**src/rtl/tw_pkg.sv**
```systemverilog
package tw_pkg;
   typedef enum logic [1:0] {
      ST_IDLE  = 2'd0,
      ST_READ  = 2'd1,
      ST_WRITE = 2'd2,
      ST_DONE  = 2'd3
   } tw_state_e;

   localparam logic [1:0] DT_INVALID  = 2'b00;
   localparam logic [1:0] DT_INDIRECT = 2'b10;

   typedef struct packed {
      logic       fault;
      logic       indirect;
      logic [1:0] level;
   } tw_stat_t;

   function automatic logic dt_valid(input logic [1:0] t);
      return t != DT_INVALID;
   endfunction

   function automatic logic dt_resident(input logic [1:0] t);
      return t[0];
   endfunction
endpackage

```
**src/rtl/tw_addr_gen.sv**
```systemverilog
module tw_addr_gen #(
   parameter int AW    = 32,
   parameter int PG_SH = 12,
   parameter int L1_W  = 7,
   parameter int L2_W  = 7,
   parameter int L3_W  = 6
) (
   input  logic [AW-PG_SH-1:0] vpn,
   input  logic                page8k,
   input  logic [1:0]          step,
   input  logic [AW-1:0]       base,
   output logic [AW-1:0]       addr
);
   localparam int VW     = AW - PG_SH;
   localparam int L2_TOP = VW - L1_W;
   localparam int L3_TOP = L2_TOP - L2_W;

   generate
      if (L1_W + L2_W + L3_W != VW) begin : g_bad_split
         $error("tw_addr_gen: index fields do not cover the page number");
      end
      if (L3_W < 2) begin : g_bad_l3
         $error("tw_addr_gen: page index too narrow for the large page");
      end
   endgenerate

   logic [AW-1:0] idx;
   int unsigned   al;

   always_comb begin
      idx = '0;
      al  = 2;
      case (step)
         2'd0: begin
            idx = AW'(vpn[VW-1 -: L1_W]);
            al  = L1_W + 2;
         end
         2'd1: begin
            idx = AW'(vpn[L2_TOP-1 -: L2_W]);
            al  = L2_W + 2;
         end
         2'd2: begin
            if (page8k) begin
               idx = AW'(vpn[L3_TOP-1 -: L3_W-1]);
               al  = L3_W + 1;
            end else begin
               idx = AW'(vpn[L3_TOP-1 -: L3_W]);
               al  = L3_W + 2;
            end
         end
         default: begin
            idx = '0;
            al  = 2;
         end
      endcase
      addr = (base & ~((AW'(1) << al) - AW'(1))) | (idx << 2);
   end
endmodule

```
**src/rtl/tw_seq.sv**
```systemverilog
module tw_seq import tw_pkg::*; #(
   parameter int AW    = 32,
   parameter int VW    = 20,
   parameter int U_BIT = 3,
   parameter int M_BIT = 4
) (
   input  logic           clk,
   input  logic           rst_n,
   input  logic           start,
   input  logic [VW-1:0]  req_vpn,
   input  logic           req_super,
   input  logic           req_write,
   input  logic           req_probe,
   input  logic           page8k_in,
   input  logic [AW-1:0]  user_root,
   input  logic [AW-1:0]  super_root,
   input  logic           mem_ack,
   input  logic [AW-1:0]  mem_rdata,
   input  logic [AW-1:0]  rd_addr,
   output tw_state_e      state,
   output logic [1:0]     step,
   output logic [VW-1:0]  vpn,
   output logic           page8k,
   output logic [AW-1:0]  base,
   output logic [AW-1:0]  pd,
   output logic [AW-1:0]  pd_addr,
   output logic           fault_q,
   output logic           ind_q,
   output logic           probe_q
);
   logic          wr_q;
   logic [1:0]    dtype;
   logic [AW-1:0] upd;
   logic          need_wb;

   assign dtype = mem_rdata[1:0];

   always_comb begin
      upd = mem_rdata;
      if (!probe_q) begin
         upd[U_BIT] = 1'b1;
         if (wr_q) upd[M_BIT] = 1'b1;
      end
      need_wb = (upd != mem_rdata);
   end

   always_ff @(posedge clk) begin
      if (!rst_n) begin
         state   <= ST_IDLE;
         step    <= '0;
         vpn     <= '0;
         page8k  <= 1'b0;
         base    <= '0;
         pd      <= '0;
         pd_addr <= '0;
         fault_q <= 1'b0;
         ind_q   <= 1'b0;
         probe_q <= 1'b0;
         wr_q    <= 1'b0;
      end else begin
         case (state)
            ST_IDLE: if (start) begin
               vpn     <= req_vpn;
               page8k  <= page8k_in;
               wr_q    <= req_write;
               probe_q <= req_probe;
               base    <= req_super ? super_root : user_root;
               step    <= 2'd0;
               fault_q <= 1'b0;
               ind_q   <= 1'b0;
               state   <= ST_READ;
            end
            ST_READ: if (mem_ack) begin
               if (!dt_valid(dtype) || (step == 2'd3 && !dt_resident(dtype))) begin
                  fault_q <= 1'b1;
                  state   <= ST_DONE;
               end else if (step == 2'd2 && dtype == DT_INDIRECT) begin
                  base  <= mem_rdata;
                  step  <= 2'd3;
                  ind_q <= 1'b1;
               end else if (step >= 2'd2) begin
                  pd      <= upd;
                  pd_addr <= rd_addr;
                  state   <= need_wb ? ST_WRITE : ST_DONE;
               end else begin
                  base <= mem_rdata;
                  step <= step + 2'd1;
               end
            end
            ST_WRITE: if (mem_ack) state <= ST_DONE;
            default:  state <= ST_IDLE;
         endcase
      end
   end
endmodule

```
**src/rtl/tw_stat_reg.sv**
```systemverilog
module tw_stat_reg import tw_pkg::*; (
   input  logic       clk,
   input  logic       rst_n,
   input  logic       done,
   input  logic       probe,
   input  logic       fault,
   input  logic       ind,
   input  logic [1:0] step,
   output tw_stat_t   stat
);
   always_ff @(posedge clk) begin
      if (!rst_n) begin
         stat <= '0;
      end else if (done && probe) begin
         stat.fault    <= fault;
         stat.indirect <= ind;
         stat.level    <= (step == 2'd3) ? 2'd3 : step + 2'd1;
      end
   end
endmodule

```
**src/rtl/tw_walker.sv**
```systemverilog
module tw_walker import tw_pkg::*; #(
   parameter int AW    = 32,
   parameter int PG_SH = 12,
   parameter int L1_W  = 7,
   parameter int L2_W  = 7,
   parameter int L3_W  = 6,
   parameter int U_BIT = 3,
   parameter int M_BIT = 4
) (
   input  logic                clk,
   input  logic                rst_n,
   input  logic                start,
   input  logic [AW-PG_SH-1:0] req_vpn,
   input  logic                req_super,
   input  logic                req_write,
   input  logic                req_probe,
   input  logic                page8k,
   input  logic [AW-1:0]       user_root,
   input  logic [AW-1:0]       super_root,
   output logic                busy,
   output logic                mem_req,
   output logic                mem_we,
   output logic [AW-1:0]       mem_addr,
   output logic [AW-1:0]       mem_wdata,
   input  logic [AW-1:0]       mem_rdata,
   input  logic                mem_ack,
   output logic                done,
   output logic                fault,
   output logic                fill_valid,
   output logic [AW-1:0]       fill_desc,
   output logic [3:0]          probe_stat
);
   localparam int VW = AW - PG_SH;

   generate
      if (U_BIT < 2 || M_BIT < 2 || U_BIT >= AW || M_BIT >= AW || U_BIT == M_BIT) begin : g_bad_hist
         $error("tw_walker: history bit positions collide with the type field or each other");
      end
   endgenerate

   tw_state_e     state;
   logic [1:0]    step;
   logic [VW-1:0] vpn_q;
   logic          p8_q;
   logic [AW-1:0] base, pd, pd_addr, rd_addr;
   logic          fault_q, ind_q, probe_q;
   tw_stat_t      stat;

   tw_seq #(.AW(AW), .VW(VW), .U_BIT(U_BIT), .M_BIT(M_BIT)) u_seq (
      .clk(clk), .rst_n(rst_n), .start(start), .req_vpn(req_vpn),
      .req_super(req_super), .req_write(req_write), .req_probe(req_probe),
      .page8k_in(page8k), .user_root(user_root), .super_root(super_root),
      .mem_ack(mem_ack), .mem_rdata(mem_rdata), .rd_addr(rd_addr),
      .state(state), .step(step), .vpn(vpn_q), .page8k(p8_q), .base(base),
      .pd(pd), .pd_addr(pd_addr), .fault_q(fault_q), .ind_q(ind_q), .probe_q(probe_q)
   );

   tw_addr_gen #(.AW(AW), .PG_SH(PG_SH), .L1_W(L1_W), .L2_W(L2_W), .L3_W(L3_W)) u_addr (
      .vpn(vpn_q), .page8k(p8_q), .step(step), .base(base), .addr(rd_addr)
   );

   tw_stat_reg u_stat (
      .clk(clk), .rst_n(rst_n), .done(done), .probe(probe_q),
      .fault(fault_q), .ind(ind_q), .step(step), .stat(stat)
   );

   assign busy       = (state != ST_IDLE);
   assign mem_req    = (state == ST_READ) || (state == ST_WRITE);
   assign mem_we     = (state == ST_WRITE);
   assign mem_addr   = (state == ST_WRITE) ? pd_addr : rd_addr;
   assign mem_wdata  = pd;
   assign done       = (state == ST_DONE);
   assign fault      = done && fault_q;
   assign fill_valid = done && !fault_q;
   assign fill_desc  = pd;
   assign probe_stat = stat;
endmodule

```
**config.mk**
```make
export PLATFORM = sky130hd
export DESIGN_NAME = tw_walker
export DESIGN_NICKNAME = d
export VERILOG_FILES = /design/src/rtl/tw_pkg.sv /design/src/rtl/tw_addr_gen.sv /design/src/rtl/tw_seq.sv /design/src/rtl/tw_stat_reg.sv /design/src/rtl/tw_walker.sv
export SDC_FILE = /design/constraint.sdc
export NUM_CORES = 1
export LEC_CHECK = 0
export BUFFER_PORTS_ARGS = -buffer_cell sky130_fd_sc_hd__buf_2
export CAP_MARGIN = 20
export CORE_MARGIN = 2
export CORE_UTILIZATION = 50
export CTS_BUF_LIST = sky130_fd_sc_hd__clkbuf_16
export DETAILED_ROUTE_END_ITERATION = 8
export PLACE_DENSITY_LB_ADDON = 0.15
export SLEW_MARGIN = 20
export SYNTH_ARGS = -nofsm -noshare
export SYNTH_HDL_FRONTEND = slang
export SYNTH_SLANG_ARGS = --single-unit
```
**constraint.sdc**
```tcl
create_clock -name clk -period 5 [get_ports clk]
set_clock_uncertainty 0.15 [all_clocks]
set_input_delay 1.25 -clock clk [delete_from_list [all_inputs] [get_ports clk]]
set_output_delay 1.25 -clock clk [all_outputs]
set_load 0.02 [all_outputs]
```
==> results.cfg, run 1 <==
[critical_path]
crit_path_start = u_seq.step[1]
r2r_start = u_seq.step[1]
path_delay_family = simple AND/OR/NAND/NOR gates
r2r-end = u_seq.pd_addr[8]
reg2reg_slack_ps = 2070
crit_path_top_delay_cell = sky130_fd_sc_hd__dfxtp_1
cell_chain_critical_path = inv_1, ha_1, or3_4, or3_1, ha_1, nor2b_1, o2111ai_1, o211ai_1, o21ai_1, buf_2
required_ps = 3600
critPathCapture = mem_addr[10]
timing.critical_path.from_type = flop
number_of_buffer_and_inverter_instances_along_the_worst_setup_path = 2
worst-path-max-fanout = 7
end_kind = output port
worst_ep_arrival_time_ps = 3340
cp_num_cells = 10
worst_path_largest_cell_delay_ps = 440
worst_r2r_path_depth = 8
critPathMostFrequentCell = sky130_fd_sc_hd__ha_1
timing_worst_setup_path_type = reg2out

[clock_tree]
cts-root-to-sink-buffers = 2
cts_hold_buffers_added = 0
clkSlewWorstSetupHoldPaths_ps = 60
clock_insertion_delay_worst_skew_ps = 430
cts.sink_count = 129
clock_tree_from_tritoncts = done
cts_root_buffer = sky130_fd_sc_hd__clkbuf_16
cts_max_level = 4
cts_buffer_count = 17

[synth]
fraction_of_synthesis_flops_using_an_asynchronous_set_or_reset_pin_pct = 0
postSynthNetCount = 1016
yosys.area_share.xor_xnor_pct = 0.256
dominant_combinational_cell_family_by_area_after_synthesis = simple AND/OR/NAND/NOR gates
synth.lib_cells_used.distinct = 58
synthCells = 879
synthMuxAreaShare_pct = 10.8
most_frequent_cells_after_synthesis = sky130_fd_sc_hd__nand2_1 (243), sky130_fd_sc_hd__dfxtp_1 (129), sky130_fd_sc_hd__a21oi_1 (87)
synth.avg_cell_area_um2 = 7.78
synth-compound-area-share_pct = 19.4
synth_top_cells_by_area = sky130_fd_sc_hd__dfxtp_1 (38%), sky130_fd_sc_hd__nand2_1 (13%), sky130_fd_sc_hd__mux2i_1 (9.7%)
ys_seq_area_share_pct = 37.8
synth_top_area_share_pct = 37.8
synth.most_common_cell = sky130_fd_sc_hd__nand2_1
edff_count_synth = 0
synth_simple_gate_area_share_pct = 20.5
synth-warning-count = 0
ys_ff_latch = 129
netlist.top_cell.by_area = sky130_fd_sc_hd__dfxtp_1
postSynth.topFlopCell = sky130_fd_sc_hd__dfxtp_1
syn_area_mm2 = 0.00684
synth_fa_ha_area_share_pct = 2.38

[drt]
vias_per_cell = 5.43
dr.pass1.iters = 5
antenna_violating_nets_post_route = 0
drt-wirelength-per-cell_um = 15.6
first_iter_violations = 468
drt_drc_violations_left = 0
total_number_of_vias = 6652
final_wirelength_um = 19100

[finish]
n_antenna_cell = 0
share_of_final_layout_standard_cells_stronger_than_drive_strength_1_pct = 28.2
num-nets-final = 1173
final_design_area_no_fill_mm2 = 0.00838
synthToLayoutAreaGrowth_pct = 22.6
filler_cell_count = 1262
layout.core_utilization_pct = 63.1

[grt]
grt_first_pass_wirelength_um = 29800
grt_util_all_layers_pct = 26.1
global_route_total_overflow = 0
first_global_vias = 5966
initial_antenna_violation_count = 0
grt_start_max_net_pins = 83

[timing]
timing.final.setup_violations = 0
layout_min_cycle_time_ps = 4740
worst-slew-pin-transition_ps = 978
final_hold_viol_count = 0
setup_tns_ps = 0
fmax_mhz = 211
rsz0062_at_grt = false
timing.final.ws_setup_ps = 260
final_period_utilization_pct = 94.8
report.final.slew_viol_count = 0
max-slew-margin-rel_pct = 34.8

[floorplanning]
placement_rows = 42
pin_count = 230
dieHeight_um = 121
fp.dieArea_mm2 = 0.0146
start_util_pct = 51.4
die_w_um = 121
floorplan.core_area_mm2 = 0.0133

[place]
place.gp.congestion = 0.966
detailedPlacementHpwl_um = 13600
placement.cell_area_mm2 = 0.00777
pre_cts_slack_ps = 630
placement.io_buffers = 229

[min_path]
min_from = u_seq.pd_addr[10]
holdCritPathClass = reg2reg

[pwr]
power_density_mw_per_mm2 = 517
power.total_mw = 4.33
power_leakage_nw = 3.75
vdd_drop_max_v = 0.000281

[job]
drv_cap = 0

[status]
outcome = complete, no violations
final cells by class:
type	instances	area [µm²]	share of cell area (%)
clock buffers	17	425	5.07
inverters	16	60.1	0.716
well taps	176	220	2.63
repair buffers	241	1240	14.7
multi-input cells	631	3690	44.0
flip-flops and latches	129	2580	30.8
clock inverters	15	166	1.99
metrics by stage:
step,hold WS [ps],instances
6_report,300,1225
5_1_grt,325,1225
4_1_cts,301,1224
3_5_place_dp,294,1192
3_3_place_gp,292,1192
2_1_floorplan,282,879
timing repair:
| action | in CTS | in global routing |
|---|---|---|
| setup endpoints to repair | 0 | 7 |
| endpoints found under the hold margin | 0 | 0 |
| resized for setup | 0 | 1 |
| setup buffers | 0 | 1 |
routing by layer:
metal,global-route usage [%],routed length (µm),vias to the layer above
met5,0,0,-
met4,7.56,261,0
met3,7.00,1330,25
met2,40.1,8790,232
met1,35.8,8710,3080
li1,-,-,3315
kinds of logic (layout without fill, tap and decap cells):
family | count (synthesis) | after routing
xor gates and xnor gates | 2 | 2
muxes | 73 | 73
buffers and inverters | 119 | 289
DFF | 129 | 129
adders and majority gates | 13 | 13
AOI/OAI and AO/OA | 213 | 213
and+or+nand+nor | 330 | 330
worst register-to-register path, cell delays in order (launching register included):
cell and delay [ps]:
sky130_fd_sc_hd__dfxtp_1 440, sky130_fd_sc_hd__inv_1 130, sky130_fd_sc_hd__ha_1 210, sky130_fd_sc_hd__or3_4 380
sky130_fd_sc_hd__or3_1 440, sky130_fd_sc_hd__ha_1 290, sky130_fd_sc_hd__nor2b_1 180, sky130_fd_sc_hd__a311o_1 380
sky130_fd_sc_hd__o21ba_2 220
cell usage in the layout, fill, tap and decap left out, types with 7 or more instances in the layout:
| master | Yosys | routed |
|---|---|---|
| sky130_fd_sc_hd__buf_2 | 14 | 229 |
| sky130_fd_sc_hd__nor2_1 | 12 | 12 |
| sky130_fd_sc_hd__clkbuf_16 | 0 | 17 |
| sky130_fd_sc_hd__mux2_2 | 7 | 7 |
| sky130_fd_sc_hd__nand2_1 | 243 | 243 |
| sky130_fd_sc_hd__o211ai_1 | 34 | 34 |
| sky130_fd_sc_hd__dfxtp_1 | 129 | 129 |
| sky130_fd_sc_hd__a21oi_1 | 87 | 87 |
| sky130_fd_sc_hd__ha_1 | 13 | 12 |
| sky130_fd_sc_hd__o21ai_0 | 41 | 40 |
| sky130_fd_sc_hd__inv_1 | 15 | 14 |
| sky130_fd_sc_hd__mux2i_1 | 66 | 66 |
| sky130_fd_sc_hd__nand3_1 | 33 | 33 |
| sky130_fd_sc_hd__nand2b_1 | 11 | 11 |
| sky130_fd_sc_hd__buf_4 | 35 | 12 |
worst min path at each step:
stage,to,slack [ps],cells after the start
floorplan,u_seq.pd_addr[10],280,2
global placement,u_seq.pd_addr[17],290,2
detailed placement,u_seq.pd_addr[10],290,2
CTS,u_seq.pd_addr[10],300,2
global route,u_seq.pd_addr[18],320,2
finish,u_seq.pd_addr[10],300,2
sequential cells by signal, summed over array words and instances (netlist names):
signal and cells:
u_seq.probe_q 1, u_seq.pd 32, u_seq.state 2, u_stat.stat 4
u_seq.wr_q 1, u_seq.pd_addr 32, u_seq.ind_q 1, u_seq.fault_q 1
u_seq.step 2, u_seq.base 32, u_seq.page8k 1, u_seq.vpn 20
power breakdown:
part | switching, mW | total (mW) | internal [mW]
registers | 0.169 | 1.39 | 1.23
logic | 1.06 | 1.69 | 0.624
clock network | 0.473 | 1.25 | 0.778
total | 1.71 | 4.33 | 2.63
No activity file was read; power rests on OpenSTA's default activity.
==> run 2, diff against run 1 <==
--- a/config.mk
+++ b/config.mk
@@ -12,7 +12,7 @@
 export CTS_BUF_LIST = sky130_fd_sc_hd__clkbuf_16
 export DETAILED_ROUTE_END_ITERATION = 8
 export PLACE_DENSITY_LB_ADDON = 0.15
-export SLEW_MARGIN = 20
+export SLEW_MARGIN = 10
 export SYNTH_ARGS = -nofsm -noshare
 export SYNTH_HDL_FRONTEND = slang
 export SYNTH_SLANG_ARGS = --single-unit
==> constraint.sdc (replaced) <==
create_clock -name clk -period 6 [get_ports clk]
set_clock_uncertainty 0.15 [all_clocks]
set_input_delay 1.5 -clock clk [delete_from_list [all_inputs] [get_ports clk]]
set_output_delay 1.5 -clock clk [all_outputs]
set_load 0.02 [all_outputs]
==> run 2 against run 1 <==
Effect of this change: worst hold slack improved by 3.4 ps; register-to-register slack improved by 670 ps; sequential share of layout area rose by 0.49 points; utilization fell by 0.99 points; flip-flop and latch count unchanged; clock power is 28% lower; sequential power is 17% lower; largest power group unchanged; combinational power decreased by 18%; total power shrank 20%; global-route usage about the same; die area unchanged; highest routed layer unchanged.
==> results.cfg, run 2 (same netlist as run 1, synthesis figures left out) <==
[pwr]
swShare_pct = 39.9
power_density_mw_per_mm2 = 418
power_frac_seq_pct = 33.8
cellInternalPower_mw = 2.07
part_of_the_total_power_dissipated_in_combinational_logic_pct = 40.2
power.total_mw = 3.45
power_leakage_nw = 3.70
pwr-share-clk_pct = 26.1
vdd_drop_max_v = 0.000226
netSwitchingPower_mw = 1.38

[finish]
layout.core_utilization_pct = 62.1
num-nets-final = 1168
synthToLayoutAreaGrowth_pct = 20.6
layout.cells.most_common_list = sky130_fd_sc_hd__nand2_1 (243), sky130_fd_sc_hd__buf_2 (229), sky130_fd_sc_hd__dfxtp_1 (129), sky130_fd_sc_hd__a21oi_1 (87), sky130_fd_sc_hd__mux2i_1 (66)
fin_cells = 1218
n_antenna_cell = 0
filler_cell_count = 1278
register_area_mm2 = 0.00258
share_of_final_layout_standard_cells_stronger_than_drive_strength_1_pct = 27.2
mostFrequentLayoutCell = sky130_fd_sc_hd__nand2_1
multi_input_area_mm2 = 0.00368
largest_registers_ranked_by_flip_flop_count = u_seq.base (32), u_seq.pd (32), u_seq.pd_addr (32)

[critical_path]
timing_worst_setup_path_type = reg2out
worst_ep_arrival_time_ps = 3690
worst-path-max-fanout = 18
worst_r2r_path_depth = 9
required_ps = 4350
end_kind = output port
timing.critical_path.from_type = flop

[drt]
drt-wirelength-per-cell_um = 15.5
dr.pass1.iters = 5
first_iter_violations = 541
total_number_of_vias = 6592
final_wirelength_um = 18900
vias_per_cell = 5.41
drt_drc_violations_left = 0
antenna_violating_nets_post_route = 0

[job]
drv_cap = 0

[timing]
report.final.slew_viol_count = 0
setup_tns_ps = 0
final_period_utilization_pct = 88.9
layout_min_cycle_time_ps = 5340
timing.final.setup_violations = 0
final_hold_viol_count = 0
max-slew-margin-rel_pct = 35.5
rsz0062_at_grt = false
worst-slew-pin-transition_ps = 968
fmax_mhz = 187

[clock_tree]
cts_buffer_count = 17
cts.sink_count = 129
cts_root_buffer = sky130_fd_sc_hd__clkbuf_16
cts_hold_buffers_added = 0
cts_max_level = 4
cts_setup_buffers = 0
clkSlewWorstSetupHoldPaths_ps = 50
clock_tree_from_tritoncts = done
cts-root-to-sink-buffers = 2
clock_insertion_delay_worst_skew_ps = 420
cts_resized = 0

[floorplanning]
fp.dieArea_mm2 = 0.0146
start_util_pct = 51.4
placement_rows = 42
pin_count = 230
dieHeight_um = 121
die_w_um = 121
floorplan.core_area_mm2 = 0.0133

[min_path]
holdCritPathClass = reg2reg
hold_path_depth = 2

[place]
placement.io_buffers = 229
detailedPlacementHpwl_um = 13500
placed_cells_incl_taps = 1188
place.gp.congestion = 0.902

[grt]
grt_util_all_layers_pct = 26.0
initial_antenna_violation_count = 0
first_global_vias = 6001
global_route_total_overflow = 0
grt_first_pass_wirelength_um = 30000
grt_start_max_net_pins = 83

[status]
outcome = complete, no violations
-- run 2: per-layer routing --
layer  vias to the layer above  wire (µm)  track usage [%]
met4                         0        259             8.07
met2                       232       8710             41.3
li1                       3303          -                -
met3                        22       1290             5.50
met5                         -          0                0
met1                      3035       8660             35.5
-- run 2: path summary, 6_finish.rpt --
check              startpoint                end  slack (ps)
max reg2reg     u_seq.step[1]  u_seq.pd_addr[22]        2740
min reg2reg  u_seq.pd_addr[1]   u_seq.pd_addr[1]         300
min          u_seq.pd_addr[1]   u_seq.pd_addr[1]         300
max             u_seq.step[1]       mem_addr[10]         660
-- run 2: power by group through the flow --
stage	logic (mW)	clock network, mW	registers [mW]
2_1_floorplan	1.04	0	1.13
3_3_place_gp	1.38	0	1.17
3_5_place_dp	1.39	0	1.18
4_1_cts	1.39	0.916	1.16
5_1_grt	1.53	0.954	1.18
6_report	1.39	0.900	1.16
-- run 2: critical path: stages (launching register included) --
cell and delay (ps):
sky130_fd_sc_hd__dfxtp_1 430, sky130_fd_sc_hd__inv_1 130, sky130_fd_sc_hd__ha_1 410, sky130_fd_sc_hd__or3_4 460
sky130_fd_sc_hd__or3_1 440, sky130_fd_sc_hd__ha_1 290, sky130_fd_sc_hd__nor2b_1 170, sky130_fd_sc_hd__o2111ai_1 250
sky130_fd_sc_hd__o211ai_1 120, sky130_fd_sc_hd__o21ai_0 330, sky130_fd_sc_hd__buf_2 240
-- run 2: through the flow --
stage	worst slack [ps]	instance area, µm²	hold WS [ps]
4_1_cts	670	8250	304
3_3_place_gp	1180	7740	292
5_1_grt	428	8250	322
6_report	664	8250	304
3_5_place_dp	1110	7740	297
2_1_floorplan	1450	6840	282
-- run 2: cell type report --
type | instances | area share (%)
Tap cell | 176 | 2.67
Sequential cell | 129 | 31.3
Timing Repair Buffer | 236 | 14.5
Clock buffer | 17 | 5.16
Clock inverter | 13 | 1.00
Inverter | 16 | 0.728
Multi-Input combinational cell | 631 | 44.6
==> run 3, diff against run 2 <==
--- a/config.mk
+++ b/config.mk
@@ -12,6 +12,7 @@
 export CTS_BUF_LIST = sky130_fd_sc_hd__clkbuf_16
 export DETAILED_ROUTE_END_ITERATION = 8
 export PLACE_DENSITY_LB_ADDON = 0.15
+export RECOVER_POWER = 100
 export SLEW_MARGIN = 10
 export SYNTH_ARGS = -nofsm -noshare
 export SYNTH_HDL_FRONTEND = slang
==> run 3 against run 2 <==
Effect of this change: the run now ends with capacitance limit, slew limit left; sequential power hardly changed; register-to-register slack lost 720 ps; cell count is the same; largest power group unchanged; setup slack worse by 80 ps; critical endpoint unchanged; routed wire length barely moved; critical path type unchanged.
==> results.cfg, run 3 (same netlist as run 1, synthesis figures left out) <==
[floorplanning]
placement_rows = 42
pin_count = 230
floorplan.core_area_mm2 = 0.0133
dieHeight_um = 121
die_w_um = 121
start_util_pct = 51.4
fp.dieArea_mm2 = 0.0146

[grt]
global_route_total_overflow = 0
initial_antenna_violation_count = 0
grt_first_pass_wirelength_um = 30000
met2_usage_pct = 41.3
grt_start_max_net_pins = 83
use_met1_pct = 35.5
grt_util_all_layers_pct = 26.0
globalRoute.busiestLayer = met2
first_global_vias = 6001
groute.layer.met3.usage_pct = 5.50

[pwr]
vdd_drop_max_v = 0.000227
power_leakage_nw = 3.23
power.total_mw = 3.42
power_density_mw_per_mm2 = 422

[finish]
share_of_final_layout_standard_cells_stronger_than_drive_strength_1_pct = 16.2
num-nets-final = 1168
final_design_area_no_fill_mm2 = 0.00810
filler_cell_count = 1326
n_antenna_cell = 0
largest_registers_ranked_by_flip_flop_count = u_seq.base (32), u_seq.pd (32), u_seq.pd_addr (32)
layout.core_utilization_pct = 60.9
synthToLayoutAreaGrowth_pct = 18.4
layout.cells.most_common_list = sky130_fd_sc_hd__nand2_1 (243), sky130_fd_sc_hd__dfxtp_1 (129), sky130_fd_sc_hd__buf_2 (121), sky130_fd_sc_hd__clkbuf_1 (111), sky130_fd_sc_hd__a21oi_1 (87)
mostFrequentLayoutCell = sky130_fd_sc_hd__nand2_1
fin_cells = 1218

[timing]
timing.final.setup_violations = 0
setup_tns_ps = 0
report.final.slew_viol_count = 131
fmax_mhz = 185
timing.final.ws_setup_ps = 584
rsz0062_at_grt = false
final_hold_viol_count = 0
worst-slew-pin-transition_ps = 3520
hold_slack_ps = 303
layout_min_cycle_time_ps = 5420
final_period_utilization_pct = 90.3
max-slew-margin-rel_pct = -135

[clock_tree]
cts.sink_count = 129
cts_buffer_count = 17
clock_tree_from_tritoncts = done
cts_max_level = 4
clock_insertion_delay_worst_skew_ps = 420
cts_hold_buffers_added = 0
cts_setup_buffers = 0
clkSlewWorstSetupHoldPaths_ps = 50
cts_resized = 0
cts_root_buffer = sky130_fd_sc_hd__clkbuf_16
cts-root-to-sink-buffers = 2

[place]
placed_cells_incl_taps = 1188
detailedPlacementHpwl_um = 13500
place.gp.congestion = 0.902
placement.cell_area_mm2 = 0.00774
pre_cts_slack_ps = 1110
placement.io_buffers = 229

[drt]
total_number_of_vias = 6593
final_wirelength_um = 18900
drt_drc_violations_left = 0
dr.pass1.iters = 5
antenna_violating_nets_post_route = 0
vias_per_cell = 5.41
first_iter_violations = 491
drt-wirelength-per-cell_um = 15.5

[critical_path]
required_ps = 4350
worst-path-max-fanout = 18
end_kind = output port
worst_ep_arrival_time_ps = 3770
timing.critical_path.from_type = flop
timing_worst_setup_path_type = reg2out

[job]
drv_cap = 2

[status]
outcome = finished with violations
violations = capacitance limit, slew limit

[min_path]
holdCritPathClass = reg2reg
[run 3: worst max-delay path, cell delays in order, from the launching register on]
cell,delay [ps]
sky130_fd_sc_hd__dfxtp_1,430
sky130_fd_sc_hd__inv_1,130
sky130_fd_sc_hd__ha_1,400
sky130_fd_sc_hd__or3_1,460
sky130_fd_sc_hd__or3_1,450
sky130_fd_sc_hd__ha_1,290
sky130_fd_sc_hd__nor2b_1,170
sky130_fd_sc_hd__o2111ai_1,260
sky130_fd_sc_hd__o211ai_1,120
sky130_fd_sc_hd__o21ai_0,350
sky130_fd_sc_hd__clkbuf_1,280
[run 3: final cells by class]
cell class,count,area (µm²),area share [%]
Multi-Input combinational cell,631,3680,45.4
Sequential cell,129,2580,31.9
Timing Repair Buffer,236,1050,13.0
Clock buffer,17,425,5.25
Tap cell,176,220,2.72
Clock inverter,13,82.6,1.02
Inverter,16,60.1,0.742
[run 3: path summary, 6_finish.rpt]
check / from / endpoint / slack [ps] / depth (start not counted)
max: u_seq.step[1] / mem_addr[10] / 580 / 10
min: u_seq.pd_addr[1] / u_seq.pd_addr[1] / 300 / 2
max reg2reg: u_seq.step[0] / u_seq.pd_addr[16] / 2020 / 7
min reg2reg: u_seq.pd_addr[1] / u_seq.pd_addr[1] / 300 / 2
[run 3: per-layer routing]
metal  share of wire (%)  routed length (µm)
met5                   0                   0
met4                 1.5                 278
met3                 6.6                1250
met2                  46                8630
met1                  46                8750
[run 3: where the power goes]
part,leakage (nW),total (mW),switching [mW],internal [mW]
Combinational,1.92,1.35,0.887,0.465
Clock,0.259,0.900,0.353,0.548
Sequential,1.05,1.17,0.145,1.02
Total,3.23,3.42,1.38,2.04
